[config.mk]
export PLATFORM = sky130hd
export DESIGN_NAME = pcmv_port
export DESIGN_NICKNAME = d
export VERILOG_FILES = /design/src/rtl/pcmv_pkg.sv /design/src/rtl/pcmv_master_tmg.sv /design/src/rtl/pcmv_slave_tmg.sv /design/src/rtl/pcmv_engine.sv /design/src/rtl/pcmv_port.sv
export SDC_FILE = /design/constraint.sdc
export NUM_CORES = 1
export LEC_CHECK = 0
export ABC_CLOCK_PERIOD_IN_PS = 2400
export BUFFER_PORTS_ARGS = -buffer_cell sky130_fd_sc_hd__buf_2
export CAP_MARGIN = 5
export CORE_MARGIN = 2
export CORE_UTILIZATION = 26
export DETAILED_ROUTE_END_ITERATION = 10
export GPL_ROUTABILITY_DRIVEN = 1
export PLACE_DENSITY = 0.43
export SYNTH_ARGS = -nofsm -noshare
export SYNTH_HDL_FRONTEND = slang
export SYNTH_SLANG_ARGS = --single-unit
[constraint.sdc]
create_clock -name clk -period 2.4 [get_ports clk]
set_input_delay 0.24 -clock clk [delete_from_list [all_inputs] [get_ports clk]]
set_output_delay 0.24 -clock clk [all_outputs]
set_load 0.05 [all_outputs]
[src/rtl/pcmv_pkg.sv]
package pcmv_pkg;

   // Bit-clock events seen in the system clock domain, one cycle wide.
   typedef struct packed {
      logic rise;    // bit clock goes high: launch the next bit
      logic fall;    // bit clock goes low: sample the incoming bit
      logic fstart;  // this rise opens a new frame
   } pcmv_evt_t;

endpackage

[src/rtl/pcmv_master_tmg.sv]
module pcmv_master_tmg
   import pcmv_pkg::*;
#(
   parameter int HALF_DIV   = 4,
   parameter int FRAME_BITS = 16
) (
   input  logic      clk,
   input  logic      rst_n,
   input  logic      run,
   output logic      bclk,
   output logic      fsync,
   output pcmv_evt_t evt
);

   localparam int CW = (HALF_DIV > 1) ? $clog2(HALF_DIV) : 1;
   localparam int BW = $clog2(FRAME_BITS);
   localparam logic [CW-1:0] CNT_LAST = CW'(HALF_DIV - 1);
   localparam logic [BW-1:0] BIT_LAST = BW'(FRAME_BITS - 1);
   localparam logic [BW-1:0] SYNC_END = BW'(FRAME_BITS / 2);

   logic [CW-1:0] cnt;
   logic [BW-1:0] bidx;
   logic [BW-1:0] bidx_nxt;
   logic          tick;

   assign tick     = run && (cnt == CNT_LAST);
   assign bidx_nxt = (bidx == BIT_LAST) ? '0 : bidx + 1'b1;

   assign evt.rise   = tick && !bclk;
   assign evt.fall   = tick && bclk;
   assign evt.fstart = tick && !bclk && (bidx_nxt == '0);

   always_ff @(posedge clk or negedge rst_n) begin
      if (!rst_n) begin
         cnt   <= '0;
         bclk  <= 1'b0;
         fsync <= 1'b0;
         bidx  <= BIT_LAST;
      end else if (!run) begin
         cnt   <= '0;
         bclk  <= 1'b0;
         fsync <= 1'b0;
         bidx  <= BIT_LAST;
      end else if (tick) begin
         cnt  <= '0;
         bclk <= !bclk;
         if (!bclk) begin
            bidx  <= bidx_nxt;
            fsync <= (bidx_nxt < SYNC_END);
         end
      end else begin
         cnt <= cnt + 1'b1;
      end
   end

endmodule

[src/rtl/pcmv_slave_tmg.sv]
module pcmv_slave_tmg
   import pcmv_pkg::*;
#(
   parameter int STAGES = 2
) (
   input  logic      clk,
   input  logic      rst_n,
   input  logic      run,
   input  logic      bclk_in,
   input  logic      fsync_in,
   input  logic      din_in,
   output logic      din_s,
   output pcmv_evt_t evt
);

   logic [2:0] raw;
   logic [2:0] synced;
   logic       prev_bclk;
   logic       prev_sync;
   logic       pend;
   logic       srise;

   assign raw = {din_in, fsync_in, bclk_in};

   for (genvar g = 0; g < 3; g++) begin : g_sync
      logic [STAGES-1:0] chain;
      always_ff @(posedge clk or negedge rst_n) begin
         if (!rst_n) chain <= '0;
         else        chain <= {chain[STAGES-2:0], raw[g]};
      end
      assign synced[g] = chain[STAGES-1];
   end

   assign din_s      = synced[2];
   assign srise      = synced[1] && !prev_sync;
   assign evt.rise   = run && synced[0] && !prev_bclk;
   assign evt.fall   = run && !synced[0] && prev_bclk;
   assign evt.fstart = run && synced[0] && !prev_bclk && (pend || srise);

   always_ff @(posedge clk or negedge rst_n) begin
      if (!rst_n) begin
         prev_bclk <= 1'b0;
         prev_sync <= 1'b0;
         pend      <= 1'b0;
      end else begin
         prev_bclk <= synced[0];
         prev_sync <= synced[1];
         if (!run || evt.rise) pend <= 1'b0;
         else if (srise)       pend <= 1'b1;
      end
   end

endmodule

[src/rtl/pcmv_engine.sv]
module pcmv_engine
   import pcmv_pkg::*;
#(
   parameter int SAMPLE_W = 8
) (
   input  logic                clk,
   input  logic                rst_n,
   input  logic                run,
   input  pcmv_evt_t           evt,
   input  logic                din,
   input  logic [SAMPLE_W-1:0] tx_data,
   input  logic                tx_valid,
   output logic                tx_ready,
   output logic                dout,
   output logic [SAMPLE_W-1:0] rx_data,
   output logic                rx_valid,
   input  logic                rx_ready,
   output logic                rx_overrun
);

   localparam int CW = $clog2(SAMPLE_W + 1);
   localparam logic [CW-1:0] NBITS = CW'(SAMPLE_W);
   localparam logic [CW-1:0] LASTB = CW'(SAMPLE_W - 1);
   localparam logic [SAMPLE_W-1:0] IDLE_CODE = '1;

   logic [SAMPLE_W-1:0] tx_hold;
   logic                tx_full;
   logic [SAMPLE_W-1:0] tx_sh;
   logic [CW-1:0]       tcnt;
   logic [SAMPLE_W-1:0] rx_sh;
   logic [CW-1:0]       rcnt;
   logic [SAMPLE_W-1:0] first_word;
   logic [SAMPLE_W-1:0] rx_word;

   assign tx_ready   = run && !tx_full;
   assign first_word = tx_full ? tx_hold : IDLE_CODE;
   assign rx_word    = {rx_sh[SAMPLE_W-2:0], din};

   always_ff @(posedge clk or negedge rst_n) begin
      if (!rst_n) begin
         tx_hold    <= '0;
         tx_full    <= 1'b0;
         tx_sh      <= '0;
         tcnt       <= NBITS;
         dout       <= 1'b0;
         rx_sh      <= '0;
         rcnt       <= NBITS;
         rx_data    <= '0;
         rx_valid   <= 1'b0;
         rx_overrun <= 1'b0;
      end else if (!run) begin
         tx_full    <= 1'b0;
         tcnt       <= NBITS;
         dout       <= 1'b0;
         rcnt       <= NBITS;
         rx_valid   <= 1'b0;
         rx_overrun <= 1'b0;
      end else begin
         // transmit: frame start takes the slot (or the idle code)
         if (evt.fstart) begin
            dout    <= first_word[SAMPLE_W-1];
            tx_sh   <= first_word << 1;
            tcnt    <= CW'(1);
            tx_full <= 1'b0;
         end else if (evt.rise) begin
            if (tcnt < NBITS) begin
               dout  <= tx_sh[SAMPLE_W-1];
               tx_sh <= tx_sh << 1;
               tcnt  <= tcnt + 1'b1;
            end else begin
               dout <= 1'b0;
            end
         end
         if (tx_valid && tx_ready) begin
            tx_hold <= tx_data;
            tx_full <= 1'b1;
         end
         // receive
         if (rx_valid && rx_ready) rx_valid <= 1'b0;
         if (evt.fstart) begin
            rcnt <= '0;
         end else if (evt.fall && (rcnt < NBITS)) begin
            rx_sh <= rx_word;
            rcnt  <= rcnt + 1'b1;
            if (rcnt == LASTB) begin
               rx_data  <= rx_word;
               rx_valid <= 1'b1;
               if (rx_valid && !rx_ready) rx_overrun <= 1'b1;
            end
         end
      end
   end

endmodule

[src/rtl/pcmv_port.sv]
module pcmv_port
   import pcmv_pkg::*;
#(
   parameter int SAMPLE_W    = 8,
   parameter int FRAME_BITS  = 16,
   parameter int HALF_DIV    = 4,
   parameter int SYNC_STAGES = 2
) (
   input  logic                clk,
   input  logic                rst_n,
   input  logic                en,
   input  logic                slave_mode,
   input  logic [SAMPLE_W-1:0] tx_data,
   input  logic                tx_valid,
   output logic                tx_ready,
   output logic [SAMPLE_W-1:0] rx_data,
   output logic                rx_valid,
   input  logic                rx_ready,
   output logic                rx_overrun,
   input  logic                bclk_i,
   input  logic                fsync_i,
   output logic                bclk_o,
   output logic                fsync_o,
   output logic                bclk_oe,
   output logic                fsync_oe,
   output logic                dout,
   input  logic                din
);

   if (SAMPLE_W < 2) begin : g_chk_w
      $error("pcmv_port: SAMPLE_W must be at least 2");
   end
   if ((FRAME_BITS < 2 * SAMPLE_W) || (FRAME_BITS % 2 != 0) ||
       ((FRAME_BITS & (FRAME_BITS - 1)) != 0)) begin : g_chk_f
      $error("pcmv_port: FRAME_BITS must be an even power of two >= 2*SAMPLE_W");
   end
   if (HALF_DIV < 2) begin : g_chk_d
      $error("pcmv_port: HALF_DIV must be at least 2");
   end
   if (SYNC_STAGES < 2) begin : g_chk_s
      $error("pcmv_port: SYNC_STAGES must be at least 2");
   end

   logic      run_m;
   logic      run_s;
   pcmv_evt_t evt_m;
   pcmv_evt_t evt_s;
   pcmv_evt_t evt;
   logic      din_s;
   logic      din_sel;

   assign run_m = en && !slave_mode;
   assign run_s = en && slave_mode;

   pcmv_master_tmg #(.HALF_DIV(HALF_DIV), .FRAME_BITS(FRAME_BITS)) u_mtmg (
      .clk   (clk),
      .rst_n (rst_n),
      .run   (run_m),
      .bclk  (bclk_o),
      .fsync (fsync_o),
      .evt   (evt_m)
   );

   pcmv_slave_tmg #(.STAGES(SYNC_STAGES)) u_stmg (
      .clk      (clk),
      .rst_n    (rst_n),
      .run      (run_s),
      .bclk_in  (bclk_i),
      .fsync_in (fsync_i),
      .din_in   (din),
      .din_s    (din_s),
      .evt      (evt_s)
   );

   assign evt      = slave_mode ? evt_s : evt_m;
   assign din_sel  = slave_mode ? din_s : din;
   assign bclk_oe  = run_m;
   assign fsync_oe = run_m;

   pcmv_engine #(.SAMPLE_W(SAMPLE_W)) u_eng (
      .clk        (clk),
      .rst_n      (rst_n),
      .run        (en),
      .evt        (evt),
      .din        (din_sel),
      .tx_data    (tx_data),
      .tx_valid   (tx_valid),
      .tx_ready   (tx_ready),
      .dout       (dout),
      .rx_data    (rx_data),
      .rx_valid   (rx_valid),
      .rx_ready   (rx_ready),
      .rx_overrun (rx_overrun)
   );

endmodule

==> metrics.txt <==
Synth Warn # 0; main combinational cell family by area after synthesis multiplexers; sequential-to-total area share from yosys stat 0.577; Non-Filler Instances 381; largest cells by area after synthesis dfrtp_1, mux2_2, dfstp_2; initial antenna violation count 0; fraction of layout cells with a size suffix above 1 0.355; Yosys reg bits 59; Antenna diodes 0; Placed Area 2900 sq um; largest net degree at the start of global routing 60; Yosys top cell area share 0.516; Synth Net Count 222; PwrDens 744 nW/um^2; crit path DAT 2.29 ns; Leakage 0.00149 uW; synth unique cells 44; Max-cap violations 0; Core Region 9680 sq um; maximum vdd drop 0.218 mV; GRT Total Usage 0.101; Syn Area/Cell 12.9 sq um; Yosys top cell by area dfrtp_1; final RePlAce weighted congestion 0.717; Clock Latency Late Sink 0.34 ns; logic gate share of total power 0.078; layout net count 265; clock skew 0.00901 ns; WL per Instance 13.0 um; Synth Flop Type dfrtp_1; vias in the first global route 1647; WP data required 2.67 ns; Hold Path Stages 1; DRT iter0 DRCs 45; sw frac 0.248; Initial Util 0.266; total wire length 4.94 mm; Total Die Area 10700 sq um; post-synthesis simple-gate area fraction 0.119; endpoints failing setup 0; multiplexer area fraction after synthesis 0.156; row cnt 36; IO Count 33; relative slew slack 0.487; R2R cell count 6; minimum clock period 2.02 ns; critical path class flip-flop to flip-flop; grt total ovfl 0; Slew Limit Fails 0; met1 GRT Util 0.131; M3 GR Usage 0.0215; Synth Area in Compound Gates 0.0866; clock share of power 0.440; run status completed; Die Wd 103 um; first-pass iteration count of the detailed router 4; Hold Crit Class primary input to flip-flop; Routed Antenna Nets 0; Startpoint Class flip-flop; GR peak layer met2; die height 103 um; Num CTS Buffers 9; vias 1672; Mapped Cells 200; critical path endpoint category flip-flop; most numerous cell in the Yosys netlist dfrtp_1; first-pass GRT wire length 8.17 mm; post-layout util 0.325; Slowest cell on crit path dfstp_2; Pint 1760 uW; Post-synth EDFFs 0; Hold Vio Cnt, Final 0; switching pwr 579 uW; post-synthesis cell area 2570 sq um; RSZ-0062 raised after global routing false; hpwl dp 3.32 mm; area growth from synthesis to layout 22.2%; number of I/O port buffers 32; Final Cycle Share 0.843; CP peak stage delay 0.59 ns; H-Tree Depth 3; placed cells 363; Fin Setup TNS 0 ns; Slew @ Worst Pin 0.770 ns; commonest cells in the netlist dfrtp_1, mux2_2, mux2i_1, nor2b_1, nand2_1; Fillers 1008; CTS Sinks 59; Flop pwr share 0.482; Clock transition at path regs 0.08 ns; Max Fclk 0.494 GHz; CP Max Fanout 15; Power, Total 2340 uW; post-synthesis xor/xnor area fraction 0.0136; post-route cell area 3140 sq um; Clock Tree Root clkbuf_8; DRC viols 0; post-synthesis adder-cell area fraction 0.0243; clk buf depth 2; Via density 4.39; GR Util met2 0.154; TritonCTS clock tree done; fraction of registers with async set/reset 1.00; cells along the critical path ha_1 > a21oi_1 > a32o_2 > o31ai_4 > buf_4 > mux2i_1
[critical path, delay by kind of cell (launching register included)]
family,cells,cell delay (ns)
AO/OA/AOI/OAI,3,0.60
adder cells (fa/ha/maj),1,0.24
multiplexers,1,0.22
flip-flops,1,0.59
buffers and inverters,1,0.29
[cells by family (layout without fill, tap and decap cells)]
group | after synthesis | count (layout)
flip-flops | 59 | 59
AND/OR/NAND/NOR | 52 | 52
multiplexers | 37 | 37
AO/OA/AOI/OAI | 31 | 31
buffers and inverters | 12 | 60
adder cells (fa/ha/maj) | 5 | 5
XOR/XNOR | 4 | 4
[layout make-up]
| cell class | instances | area (sq um) | share of cell area |
|---|---|---|---|
| clock buffers | 9 | 124 | 0.0394 |
| clock inverters | 7 | 101 | 0.0322 |
| inverters | 4 | 15.0 | 0.00478 |
| multi-input cells | 129 | 1030 | 0.327 |
| flip-flops and latches | 59 | 1480 | 0.472 |
| well taps | 133 | 166 | 0.0529 |
| repair buffers | 40 | 225 | 0.0717 |
[per-layer routing]
layer	part of all wire	wire length, um	up-vias
met5	0	0	-
met1	0.48	2370	837
met3	0.033	161	11
li1	-	-	799
met4	0.027	133	0
met2	0.46	2280	25
[power by group through the flow]
| stage | sequential, uW | clock (uW) | combinational [uW] |
|---|---|---|---|
| 2_1_floorplan | 1130 | 0 | 128 |
| 3_3_place_gp | 1150 | 0 | 183 |
| 3_5_place_dp | 1150 | 0 | 187 |
| 4_1_cts | 1130 | 1060 | 190 |
| 5_1_grt | 1140 | 1090 | 210 |
| 6_report | 1130 | 1030 | 183 |
[registers in the layout, indices dropped and copies added (netlist names), 2 cells and up]
register and flops:
u_eng.rx_data 8, u_eng.tx_hold 8, u_eng.rx_sh 7, u_eng.tx_sh 7, u_stmg.g_sync.chain 6, u_eng.rcnt 4, u_eng.tcnt 4, u_mtmg.bidx 4
u_mtmg.cnt 2
[worst paths after layout]
path,start,end,slack (ns)
min in group asynchronous,rst_n,u_eng.rx_data[7],0.04
max in group asynchronous,rst_n,u_eng.tcnt[0],1.84
min reg2reg,u_stmg.g_sync[0].chain[0],u_stmg.g_sync[0].chain[1],0.35
max,u_mtmg.bidx[0],u_eng.tx_sh[1],0.38
min,din,u_stmg.g_sync[2].chain[0],0.03
max reg2reg,u_mtmg.bidx[0],u_eng.tx_sh[1],0.38
[timing repair]
action / CTS / global route
setup buffers: 0 / 0
resized for setup: 0 / 0
endpoints found under the hold margin: 2 / 0
hold buffers: 2 / 0
[cells in the final DEF, fill, tap and decap left out, drive strengths merged, types with 3 or more instances in the layout]
cell,count
dfrtp,53
buf,38
mux2,22
mux2i,15
nor2b,13
nand2,12
clkbuf,9
o21ai,8
nand2b,7
a21oi,6
dfstp,6
ha,5
nand3,5
inv,5
nor3,3
and3b,3
o2111ai,3
o211ai,3
[metrics by stage]
step / setup WS [ns] / hold slack, ns
6_report: 0.376 / 0.0329
5_1_grt: 0.239 / 0.0243
4_1_cts: 0.371 / 0.0230
3_5_place_dp: 0.384 / 0.337
3_3_place_gp: 0.451 / 0.333
2_1_floorplan: 0.439 / -0.0556
(Power assumes the default switching activity.)
